## src/rtl/ptest_pkg.sv

```systemverilog
package ptest_pkg;

  typedef enum logic [1:0] {
    ST_IDLE,
    ST_HELD,
    ST_REL_GAIN,
    ST_REL_CNT
  } seq_state_e;

  typedef enum logic [1:0] {
    VD_NONE,
    VD_PASS,
    VD_FAIL
  } verdict_e;

  localparam logic [2:0] CODE_NONE = 3'b000;
  localparam logic [2:0] CODE_PASS = 3'b011;
  localparam logic [2:0] CODE_FAIL = 3'b100;

endpackage

```

## src/rtl/ptest_sync.sv

```systemverilog
module ptest_sync #(
  parameter int STAGES = 2
) (
  input  logic clk_i,
  input  logic rst_ni,
  input  logic async_i,
  output logic level_o,
  output logic rise_o,
  output logic fall_o
);

  logic [STAGES-1:0] sh_q;
  logic              lvl_q;
  logic              lvl_d1_q;

  // level only moves when the last two stages agree: one-sample glitches drop out
  always_ff @(posedge clk_i or negedge rst_ni) begin
    if (!rst_ni) begin
      sh_q     <= '0;
      lvl_q    <= 1'b0;
      lvl_d1_q <= 1'b0;
    end else begin
      sh_q     <= {sh_q[STAGES-2:0], async_i};
      if (sh_q[STAGES-1] == sh_q[STAGES-2]) lvl_q <= sh_q[STAGES-1];
      lvl_d1_q <= lvl_q;
    end
  end

  assign level_o = lvl_q;
  assign rise_o  = lvl_q & ~lvl_d1_q;
  assign fall_o  = ~lvl_q & lvl_d1_q;

endmodule

```

## src/rtl/ptest_pulse_timer.sv

```systemverilog
module ptest_pulse_timer #(
  parameter int STBY_IVL = 8,
  parameter int TEST_IVL = 2
) (
  input  logic clk_i,
  input  logic rst_ni,
  input  logic tick_i,
  input  logic fast_i,
  output logic pulse_o
);

  localparam int MAX_IVL = (STBY_IVL > TEST_IVL) ? STBY_IVL : TEST_IVL;
  localparam int CW      = $clog2(MAX_IVL + 1);

  logic [CW-1:0] cnt_q;
  logic [CW-1:0] limit;
  logic          fast_q;
  logic          pulse_q;

  assign limit = fast_i ? CW'(TEST_IVL - 1) : CW'(STBY_IVL - 1);

  always_ff @(posedge clk_i or negedge rst_ni) begin
    if (!rst_ni) begin
      cnt_q   <= '0;
      fast_q  <= 1'b0;
      pulse_q <= 1'b0;
    end else begin
      fast_q  <= fast_i;
      pulse_q <= 1'b0;
      if (fast_i != fast_q) begin
        cnt_q <= '0;                 // rate change restarts the interval
      end else if (tick_i) begin
        if (cnt_q >= limit) begin
          cnt_q   <= '0;
          pulse_q <= 1'b1;
        end else begin
          cnt_q <= cnt_q + 1'b1;
        end
      end
    end
  end

  assign pulse_o = pulse_q;

endmodule

```

## src/rtl/ptest_run_counter.sv

```systemverilog
module ptest_run_counter #(
  parameter int PASS_RUN = 3,
  parameter int FAIL_RUN = 3
) (
  input  logic clk_i,
  input  logic rst_ni,
  input  logic clr_i,
  input  logic valid_i,
  input  logic smoke_i,
  output logic pass_o,
  output logic fail_o
);

  localparam int HW = $clog2(PASS_RUN + 1);
  localparam int MW = $clog2(FAIL_RUN + 1);

  logic [HW-1:0] hit_q;
  logic [MW-1:0] miss_q;

  always_ff @(posedge clk_i or negedge rst_ni) begin
    if (!rst_ni) begin
      hit_q  <= '0;
      miss_q <= '0;
    end else if (clr_i) begin
      hit_q  <= '0;
      miss_q <= '0;
    end else if (valid_i) begin
      if (smoke_i) begin
        miss_q <= '0;
        if (hit_q != HW'(PASS_RUN)) hit_q <= hit_q + 1'b1;
      end else begin
        hit_q <= '0;
        if (miss_q != MW'(FAIL_RUN)) miss_q <= miss_q + 1'b1;
      end
    end
  end

  assign pass_o = valid_i &  smoke_i & (hit_q  == HW'(PASS_RUN - 1));
  assign fail_o = valid_i & ~smoke_i & (miss_q == MW'(FAIL_RUN - 1));

endmodule

```

## src/rtl/ptest_seq.sv

```systemverilog
module ptest_seq
  import ptest_pkg::*;
#(
  parameter int SYNC_STAGES = 2,
  parameter int STBY_IVL    = 8,
  parameter int TEST_IVL    = 2,
  parameter int PASS_RUN    = 3,
  parameter int FAIL_RUN    = 3,
  parameter int EXIT_PULSES = 3
) (
  input  logic       clk_i,
  input  logic       rst_ni,
  input  logic       osc_tick_i,
  input  logic       test_i,
  input  logic       hush_en_i,
  input  logic       smoke_valid_i,
  input  logic       smoke_i,
  output logic       gain_boost_o,
  output logic       ired_req_o,
  output logic [2:0] alarm_code_o,
  output logic       horn_en_o,
  output logic       io_en_o,
  output logic       hush_restart_o,
  output logic       latch_clear_o
);

  localparam int EW = $clog2(EXIT_PULSES + 1);

  seq_state_e    state_q, state_d;
  verdict_e      verdict_q, verdict_d;
  logic [EW-1:0] exit_q, exit_d;

  logic btn_lvl, btn_rise, btn_fall;
  logic res_valid, pass_hit, fail_hit;

  ptest_sync #(.STAGES(SYNC_STAGES)) u_sync (
    .clk_i   (clk_i),
    .rst_ni  (rst_ni),
    .async_i (test_i),
    .level_o (btn_lvl),
    .rise_o  (btn_rise),
    .fall_o  (btn_fall)
  );

  ptest_pulse_timer #(.STBY_IVL(STBY_IVL), .TEST_IVL(TEST_IVL)) u_timer (
    .clk_i   (clk_i),
    .rst_ni  (rst_ni),
    .tick_i  (osc_tick_i),
    .fast_i  (state_q != ST_IDLE),
    .pulse_o (ired_req_o)
  );

  assign res_valid = smoke_valid_i && (state_q == ST_HELD) && (verdict_q == VD_NONE);

  ptest_run_counter #(.PASS_RUN(PASS_RUN), .FAIL_RUN(FAIL_RUN)) u_runs (
    .clk_i   (clk_i),
    .rst_ni  (rst_ni),
    .clr_i   (btn_rise),
    .valid_i (res_valid),
    .smoke_i (smoke_i),
    .pass_o  (pass_hit),
    .fail_o  (fail_hit)
  );

  always_comb begin
    state_d   = state_q;
    verdict_d = verdict_q;
    exit_d    = exit_q;
    unique case (state_q)
      ST_IDLE: begin
        if (btn_rise) begin
          state_d   = ST_HELD;
          verdict_d = VD_NONE;
        end
      end
      ST_HELD: begin
        if (btn_fall) begin
          state_d = ST_REL_GAIN;
        end else if (verdict_q == VD_NONE) begin
          if (pass_hit)      verdict_d = VD_PASS;
          else if (fail_hit) verdict_d = VD_FAIL;
        end
      end
      ST_REL_GAIN: begin
        if (btn_rise) begin
          state_d   = ST_HELD;
          verdict_d = VD_NONE;
        end else if (osc_tick_i) begin
          state_d = ST_REL_CNT;
          exit_d  = '0;
        end
      end
      ST_REL_CNT: begin
        if (btn_rise) begin
          state_d   = ST_HELD;
          verdict_d = VD_NONE;
        end else if (ired_req_o) begin
          if (exit_q == EW'(EXIT_PULSES - 1)) begin
            state_d   = ST_IDLE;
            verdict_d = VD_NONE;
          end else begin
            exit_d = exit_q + 1'b1;
          end
        end
      end
      default: begin
        state_d   = ST_IDLE;
        verdict_d = VD_NONE;
      end
    endcase
  end

  always_ff @(posedge clk_i or negedge rst_ni) begin
    if (!rst_ni) begin
      state_q   <= ST_IDLE;
      verdict_q <= VD_NONE;
      exit_q    <= '0;
    end else begin
      state_q   <= state_d;
      verdict_q <= verdict_d;
      exit_q    <= exit_d;
    end
  end

  always_comb begin
    unique case (verdict_q)
      VD_PASS: alarm_code_o = CODE_PASS;
      VD_FAIL: alarm_code_o = CODE_FAIL;
      default: alarm_code_o = CODE_NONE;
    endcase
  end

  assign gain_boost_o   = (state_q == ST_HELD) || (state_q == ST_REL_GAIN);
  assign horn_en_o      = (verdict_q == VD_PASS);
  assign io_en_o        = (verdict_q == VD_PASS);
  assign latch_clear_o  = btn_fall;
  assign hush_restart_o = btn_fall & hush_en_i;

  logic unused_lvl;
  assign unused_lvl = btn_lvl;

endmodule

```

## config.mk

```make
export PLATFORM = sky130hd
export DESIGN_NAME = ptest_seq
export DESIGN_NICKNAME = d
export VERILOG_FILES = /design/src/rtl/ptest_pkg.sv /design/src/rtl/ptest_sync.sv /design/src/rtl/ptest_pulse_timer.sv /design/src/rtl/ptest_run_counter.sv /design/src/rtl/ptest_seq.sv
export SDC_FILE = /design/constraint.sdc
export NUM_CORES = 1
export LEC_CHECK = 0
export ABC_AREA = 1
export CAP_MARGIN = 20
export CORE_MARGIN = 2
export CORE_UTILIZATION = 55
export DETAILED_ROUTE_END_ITERATION = 12
export GPL_TIMING_DRIVEN = 0
export PLACE_DENSITY = 0.86
export REMOVE_ABC_BUFFERS = 1
export SYNTH_ARGS = -nofsm -noshare
export SYNTH_HDL_FRONTEND = slang
export SYNTH_SLANG_ARGS = --single-unit
```

## constraint.sdc

```tcl
create_clock -name clk_i -period 2.2 [get_ports clk_i]
set_input_delay 0.33 -clock clk_i [delete_from_list [all_inputs] [get_ports clk_i]]
set_output_delay 0.33 -clock clk_i [all_outputs]
set_load 0.01 [all_outputs]
```

==> results.ini, run 1 <==
[clock_tree]
ctsResizeCount = 0
htree_levels = 1
postCtsSetupBuffers = 0
cts_buffer_depth = 2
clock_latency_ns = 0.30
cts.clk_slew.worst_paths_ns = 0.11
cts.sinks = 20
cts_tree = done
cts_root_buf = clkbuf_4
holdBufCountCts = 0
cts-buffers-inserted = 3

[floorplan]
coreArea_sq_um = 2250
rows = 17
die_height_microns = 53.2
ios = 16
dieArea_sq_um = 2830
start_util_pct = 59.0
die_w_microns = 53.2

[sta]
period_minus_slack_ns = 2.01
slew_violations = 0
finalSetupViolations = 0
rsz0062_at_grt = no
fin_setup_tns_ns = 0
worstMarginPinSlew_ns = 0.887
fmax_mhz = 499
hold_viol_final = 0
fin_crit_sh_pct = 91.1
fin_worst_skew_ns = 0.00374
slew_headroom_pct = 40.7
whs_ns = 0.396

[drt]
viasPerCell = 5.11
drc_errors = 0
avgRoutedWirePerCell_microns = 10.8
num_vias = 1037
drt_iter0_drc = 10
routed_wl_microns = 2200
postRouteAntennaNets = 0
drt-pass1-iter-count = 3

[logic_synthesis]
synth_top_family_by_area = simple AND/OR/NAND/NOR gates
ys.flop_type = dfrtp_1
synth_area_sq_um = 1330
yosysSeqAreaShare_pct = 37.6
yosys.area_share.xor_xnor_pct = 1.32
synth-edff-count = 0
synth-simple-area-share_pct = 32.2
yosys-mux-area-fraction_pct = 0
avgSynthCellArea_sq_um = 8.37
synth_compound_area_share_pct = 7.33
ys_warn_count = 0
syn_inst = 159
synthAdderAreaFrac_pct = 12.0
ys_ff_latch = 20
synthArstFlopShare_pct = 100
synth.distinct_cells = 26

[cells_and_area]
fin_nets = 195
diodes = 0
area_growth_pct = 14.9
layout-drive-gt1-share_pct = 20.6
layout_common_cells = nand2_1 (35), inv_1 (23), dfrtp_1 (20), nand3_1 (15), clkdlybuf4s50_1 (15)
fillers = 193
final_area_sq_um = 1530
layout_commonest_cell = nand2_1

[placement]
io_buffers = 15
dpl.hpwl_microns = 1810
post_dp_cell_area_sq_um = 1490
gp_congestion = 0.826

[job]
max_cap_violations = 0

[critical_path]
cp.required_ns = 1.87
critPathSlowestCell = clkdlybuf4s50_1
cp_max_fo = 6
critPathKind = reg2out
slowest_delay_ns = 0.53
worst_setup_path_start_kind = flip-flop
end_kind = output port
path_cells = inv_1 > ha_1 > clkdlybuf4s50_1
crit_buf_inv = 2
path_delay_family = buffers and inverters
cp.arrival_ns = 1.68

[power]
power_frac_comb_pct = 52.6
power_frac_seq_pct = 34.4
netSwitchingPower_mw = 0.735
ir_drop_mv = 0.658
clock_power_share_pct = 12.9
swShare_pct = 44.0
p_leak_nw = 0.786
power.internal_mw = 0.935
power_density_nw_per_um2 = 1090
finalPower_mw = 1.67

[global_route]
grt.total_usage_pct = 19.0
grt_max_degree = 21
grt_pass1_wl_microns = 3880
gr-total-overflow = 0
grt_pass1_vias = 1004
antenna_found_initial = 0

[status]
status = finished, final reports clean

[worst_hold_path]
hp-class = reg2reg

==> state kept, by name, summed over array words and instances, names as in the netlist <==
signal	cells
u_timer.cnt_q	4
exit_q	2
state_q	2
u_runs.hit_q	2
u_runs.miss_q	2
u_sync.sh_q	2
verdict_q	2
u_sync.level_o	1
u_sync.lvl_d1_q	1
u_timer.fast_q	1
u_timer.pulse_o	1
==> final timing paths <==
check                                from               end  slack [ns]  depth (start not counted)
hold / removal             u_sync.sh_q[0]    u_sync.sh_q[1]        0.40                          0
hold reg to reg            u_sync.sh_q[0]    u_sync.sh_q[1]        0.40                          0
min in group asynchronous          rst_ni  u_runs.miss_q[1]        0.52                          1
setup reg to reg               state_q[0]  u_timer.cnt_q[0]        0.35                          9
max in group asynchronous          rst_ni   u_runs.hit_q[1]        1.14                          1
setup / recovery               state_q[0]      gain_boost_o        0.19                          3
==> power groups by stage <==
stage	combinational (mW)	sequential, mW	clock [mW]
final	0.879	0.575	0.216
after global placement	0.848	0.572	0
after CTS	0.893	0.576	0.223
after global routing	1.00	0.592	0.231
after detailed placement	0.888	0.584	0
after floorplan	0.689	0.561	0
==> layout make-up <==
type / count / area (sq um) / area share (%)
inverters: 27 / 104 / 6.79
clock buffers: 4 / 36.3 / 2.37
well taps: 28 / 35.0 / 2.29
flip-flops and latches: 20 / 500 / 32.7
repair buffers: 15 / 150 / 9.81
multi-input cells: 109 / 704 / 46.0
==> synth_stat cells, types with 2 or more instances <==
library cell / instances / area share, %
buf_4: 3 / 1.7
dfrtp_1: 20 / 38
ha_1: 12 / 11
inv_1: 23 / 6.5
inv_2: 3 / 0.85
nand2_1: 35 / 9.9
nand2_2: 8 / 3.8
nand2_4: 3 / 2.5
nand3_1: 15 / 5.6
nand3_2: 3 / 2.3
nand4_1: 2 / 0.94
nor2_1: 7 / 2.0
nor2_2: 4 / 1.9
nor2_4: 3 / 2.5
o21ai_1: 4 / 1.5
o21ai_2: 4 / 2.6
==> cell families (layout without fill, tap and decap cells) <==
family                   count (synthesis)  in the layout
AND/OR/NAND/NOR                         82             82
AO/OA/AOI/OAI                           12             12
XOR/XNOR                                 2              2
flip-flops                              20             20
buffers and inverters                   30             46
adder cells (fa/ha/maj)                 13             13
==> through the flow <==
step                util [%]  std cells  setup WS [ns]
floorplan                  -        156          0.562
global placement        66.3        199          0.411
detailed placement      66.3        199          0.369
CTS                     67.9        203          0.176
global route            67.9        203         0.0935
finish                  67.9        203          0.195
==> metal layers <==
metal,track usage (%),share of wire [%]
met5,0,0
met4,9.83,1.5
met3,2.54,2.6
met2,35.2,54
met1,20.6,42
Note: power is estimated with default switching activity, not from simulation.
==> run 2, diff against run 1 <==
Settings changed: CORE_MARGIN 2 to default.
==> results.ini, run 2 (synthesis results as in run 1) <==
[cells_and_area]
fillers = 182  ; was 193
final_area_sq_um = 1550  ; was 1530 sq um
final_util_pct = 68.6  ; was 67.9%
layout-drive-gt1-share_pct = 20.6  ; unchanged
largest_register_ffs = 4  ; unchanged
fin_cells = 203  ; unchanged
fin_nets = 195  ; unchanged
layout_commonest_cell = nand2_1  ; unchanged
area_growth_pct = 16.2  ; was 14.9%
regMostFlops = u_timer.cnt_q  ; unchanged
diodes = 0  ; unchanged
layout_common_cells = nand2_1 (35), inv_1 (23), dfrtp_1 (20), nand3_1 (15), clkdlybuf4s50_1 (15)  ; unchanged

[job]
max_cap_violations = 0  ; unchanged

[drt]
drc_errors = 0  ; unchanged
num_vias = 1029  ; was 1037
drt_iter0_drc = 14  ; was 10
avgRoutedWirePerCell_microns = 11.1  ; was 10.8 microns
routed_wl_microns = 2250  ; was 2200 microns
drt-pass1-iter-count = 4  ; was 3
postRouteAntennaNets = 0  ; unchanged
viasPerCell = 5.07  ; was 5.11

[clock_tree]
holdBufCountCts = 0  ; unchanged
clock_latency_ns = 0.31  ; was 0.30 ns
cts.clk_slew.worst_paths_ns = 0.11  ; about the same
cts_tree = done  ; unchanged
postCtsSetupBuffers = 0  ; unchanged
htree_levels = 1  ; unchanged
ctsResizeCount = 0  ; unchanged
cts_root_buf = clkbuf_4  ; unchanged
cts.sinks = 20  ; unchanged
cts_buffer_depth = 2  ; unchanged
cts-buffers-inserted = 3  ; unchanged

[global_route]
grt_pass1_vias = 1077  ; was 1004
antenna_found_initial = 0  ; unchanged
grt_max_degree = 21  ; unchanged
gr-total-overflow = 0  ; unchanged
grt.total_usage_pct = 21.2  ; was 19.0%
grt_pass1_wl_microns = 4060  ; was 3880 microns

[critical_path]
cp.arrival_ns = 1.66  ; was 1.68 ns
end_kind = output port  ; unchanged
crit_buf_inv = 2  ; unchanged
path_delay_family = buffers and inverters  ; unchanged
worst_setup_path_start_kind = flip-flop  ; unchanged
path_cells = inv_1 > ha_1 > clkdlybuf4s50_1  ; unchanged
critPathSlowestCell = clkdlybuf4s50_1  ; unchanged
slowest_delay_ns = 0.52  ; was 0.53 ns
critPathKind = reg2out  ; unchanged
cp.required_ns = 1.87  ; about the same
cp_max_fo = 6  ; unchanged

[sta]
slew_violations = 0  ; unchanged
worstMarginPinSlew_ns = 0.877  ; was 0.887 ns
fin_worst_skew_ns = 0.00108  ; was 0.00374 ns
slew_headroom_pct = 41.3  ; was 40.7%
period_minus_slack_ns = 1.99  ; was 2.01 ns
whs_ns = 0.407  ; was 0.396 ns
fin_setup_tns_ns = 0  ; unchanged
rsz0062_at_grt = no  ; unchanged
finalWorstSetupSlack_ns = 0.209  ; was 0.195 ns
finalSetupViolations = 0  ; unchanged
hold_viol_final = 0  ; unchanged
fin_crit_sh_pct = 90.5  ; was 91.1%
fmax_mhz = 502  ; was 499 MHz

[power]
finalPower_mw = 1.76  ; was 1.67 mW
power_density_nw_per_um2 = 1140  ; was 1090 nW/um^2
ir_drop_mv = 0.712  ; was 0.658 mV
p_leak_nw = 0.793  ; was 0.786 nW

[placement]
post_dp_cell_area_sq_um = 1490  ; unchanged
dpl.cell_count = 199  ; unchanged
io_buffers = 15  ; unchanged
dpl.hpwl_microns = 1830  ; was 1810 microns
gp_congestion = 0.788  ; was 0.826
place_ws_ns = 0.360  ; was 0.369 ns

[floorplan]
ios = 16  ; unchanged
die_w_microns = 51.2  ; was 53.2 microns
dieArea_sq_um = 2620  ; was 2830 sq um
die_height_microns = 51.2  ; was 53.2 microns
rows = 17  ; unchanged
coreArea_sq_um = 2250  ; unchanged
start_util_pct = 59.0  ; unchanged

[worst_hold_path]
hp-class = reg2reg  ; unchanged

[status]
status = finished, final reports clean  ; unchanged

-- run 2: layout make-up --
class | count | area [sq um] | area share, %
Clock buffer | 3 | 22.5 | 1.46
Multi-Input combinational cell | 109 | 704 | 45.6
Clock inverter | 1 | 30.0 | 1.94
Timing Repair Buffer | 15 | 150 | 9.71
Inverter | 27 | 104 | 6.72
Tap cell | 28 | 35.0 | 2.27
Sequential cell | 20 | 500 | 32.4
-- run 2: metal layers --
layer  track usage (%)  share of wire (%)  vias up
li1                  -                  -      530
met2              41.0                 56       14
met1              19.7                 40      482
met4              9.26               0.84        0
met5                 0                  0        -
met3              7.14                3.6        3
-- run 2: worst reg2reg max path, delay by kind of cell (launching register included) --
kind                       cells  cell delay (ns)
AOI/OAI and AO/OA              2             0.30
adders and majority gates      2             0.56
buffers and inverters          2             0.24
DFF                            1             0.45
and+or+nand+nor                3             0.25
-- run 2: path summary, 6_finish.rpt --
path / from / to / slack [ns] / cells past startpoint
max in group asynchronous: rst_ni / u_runs.hit_q[1] / 1.16 / 1
max reg2reg: state_q[0] / u_timer.cnt_q[0] / 0.34 / 9
max: state_q[0] / gain_boost_o / 0.21 / 3
min reg2reg: u_sync.sh_q[0] / u_sync.sh_q[1] / 0.41 / 0
min in group asynchronous: rst_ni / u_runs.miss_q[0] / 0.50 / 1
min: u_sync.sh_q[0] / u_sync.sh_q[1] / 0.41 / 0
-- run 2: power by group --
group	internal (mW)	leakage [nW]	total (mW)	switching [mW]
clock network	0.185	0.0279	0.303	0.118
logic	0.359	0.506	0.880	0.521
registers	0.472	0.259	0.577	0.105
total	1.02	0.793	1.76	0.744
==> run 3, diff against run 2 <==
Settings changed: PLACE_DENSITY 0.86 to 0.79.
==> results.ini, run 3 (synthesis results as in run 1) <==
[global_route]
grt_pass1_wl_microns = 4150  ; was 4060 microns
grt_max_degree = 21  ; unchanged
gr-total-overflow = 0  ; unchanged
grt.total_usage_pct = 21.4  ; was 21.2%
antenna_found_initial = 0  ; unchanged
grt_pass1_vias = 1015  ; was 1077

[critical_path]
endpoint = gain_boost_o  ; unchanged
reg2reg_from = state_q[0]  ; unchanged
r2r_setup_slack_ns = 0.33  ; was 0.34 ns
cp.required_ns = 1.87  ; about the same
reg2reg_to = u_timer.cnt_q[0]  ; unchanged
cp_max_fo = 6  ; unchanged
critPathKind = reg2out  ; unchanged
cp.arrival_ns = 1.67  ; was 1.66 ns
r2r_cells = 9  ; unchanged
end_kind = output port  ; unchanged
startpoint = state_q[0]  ; unchanged
worst_setup_path_start_kind = flip-flop  ; unchanged

[sta]
fmax_mhz = 500  ; was 502 MHz
fin_setup_tns_ns = 0  ; unchanged
fin_worst_skew_ns = 0.00128  ; was 0.00108 ns
slew_headroom_pct = 40.5  ; was 41.3%
slew_violations = 0  ; unchanged
rsz0062_at_grt = no  ; unchanged
fin_crit_sh_pct = 90.9  ; was 90.5%
hold_viol_final = 0  ; unchanged
finalSetupViolations = 0  ; unchanged
finalWorstSetupSlack_ns = 0.200  ; was 0.209 ns
period_minus_slack_ns = 2.00  ; was 1.99 ns
worstMarginPinSlew_ns = 0.889  ; was 0.877 ns
whs_ns = 0.404  ; was 0.407 ns

[cells_and_area]
largest_register_ffs = 4  ; unchanged
final_area_sq_um = 1520  ; was 1550 sq um
area_growth_pct = 13.9  ; was 16.2%
layout_commonest_cell = nand2_1  ; unchanged
regMostFlops = u_timer.cnt_q  ; unchanged
fin_nets = 195  ; unchanged
fillers = 214  ; was 182
diodes = 0  ; unchanged
layout_common_cells = nand2_1 (35), inv_1 (23), dfrtp_1 (20), nand3_1 (15), clkdlybuf4s50_1 (15)  ; unchanged
layout-drive-gt1-share_pct = 20.1  ; was 20.6%

[clock_tree]
postCtsSetupBuffers = 0  ; unchanged
htree_levels = 1  ; unchanged
clock_latency_ns = 0.29  ; was 0.31 ns
holdBufCountCts = 0  ; unchanged
cts_buffer_depth = 2  ; unchanged
cts-buffers-inserted = 3  ; unchanged
cts.sinks = 20  ; unchanged
cts_root_buf = clkbuf_4  ; unchanged
cts_tree = done  ; unchanged
ctsResizeCount = 0  ; unchanged
cts.clk_slew.worst_paths_ns = 0.11  ; about the same

[drt]
routed_wl_microns = 2330  ; was 2250 microns
drt-pass1-iter-count = 4  ; unchanged
num_vias = 1038  ; was 1029
avgRoutedWirePerCell_microns = 11.5  ; was 11.1 microns
postRouteAntennaNets = 0  ; unchanged
drt_iter0_drc = 19  ; was 14
drc_errors = 0  ; unchanged
viasPerCell = 5.14  ; was 5.07

[power]
ir_drop_mv = 0.680  ; was 0.712 mV
power_density_nw_per_um2 = 1080  ; was 1140 nW/um^2
p_leak_nw = 0.779  ; was 0.793 nW
finalPower_mw = 1.64  ; was 1.76 mW

[floorplan]
ios = 16  ; unchanged
dieArea_sq_um = 2620  ; unchanged
rows = 17  ; unchanged
start_util_pct = 59.0  ; unchanged
die_height_microns = 51.2  ; unchanged
die_w_microns = 51.2  ; unchanged
coreArea_sq_um = 2250  ; unchanged

[placement]
dpl.hpwl_microns = 1890  ; was 1830 microns
post_dp_cell_area_sq_um = 1490  ; unchanged
place_ws_ns = 0.355  ; was 0.360 ns
io_buffers = 15  ; unchanged
gp_congestion = 0.782  ; was 0.788

[worst_hold_path]
hp-class = reg2reg  ; unchanged

[status]
status = finished, final reports clean  ; unchanged

[job]
max_cap_violations = 0  ; unchanged

[run 3: changes by cell type in the layout (fill, tap and decap cells not counted)]
| cell | before | now |
|---|---|---|
| bufinv_16 | 1 | 0 |
[run 3: critical path, cell delays in order, from the launching register on]
cell and delay [ns]:
dfrtp_1 0.45, inv_1 0.11, ha_1 0.29, clkdlybuf4s50_1 0.52
[run 3: metrics by stage]
step,util [%],std cells
after floorplan,-,156
after global placement,66.3,199
after detailed placement,66.3,199
after CTS,67.3,202
after global routing,67.3,202
final,67.3,202
[run 3: worst min path at each step]
stage	slack (ns)	end	cells after the start	from
floorplan	0.03	exit_q[0]	0	rst_ni
global placement	0.37	u_sync.sh_q[1]	0	u_sync.sh_q[0]
detailed placement	0.39	u_sync.sh_q[1]	0	u_sync.sh_q[0]
CTS	0.41	u_sync.sh_q[1]	0	u_sync.sh_q[0]
global route	0.42	u_sync.sh_q[1]	0	u_sync.sh_q[0]
finish	0.40	u_sync.sh_q[1]	0	u_sync.sh_q[0]
[run 3: metal layers]
layer | GRT usage, % | wire length [microns]
met2 | 37.3 | 1240
met1 | 25.5 | 1010
met4 | 10.2 | 36
met3 | 3.57 | 45
met5 | 0 | 0
[run 3: area by class of cell]
cell class                      instances  area, sq um  share of cell area [%]
Sequential cell                        20          500                    33.0
Clock buffer                            3         22.5                    1.49
Inverter                               27          104                    6.85
Multi-Input combinational cell        109          704                    46.5
Timing Repair Buffer                   15          150                    9.90
Tap cell                               28         35.0                    2.31
[run 3: power breakdown]
group / internal, mW / switching [mW] / leakage (nW)
registers: 0.472 / 0.105 / 0.259
logic: 0.363 / 0.527 / 0.506
clock network: 0.0637 / 0.107 / 0.0138
total: 0.898 / 0.739 / 0.779
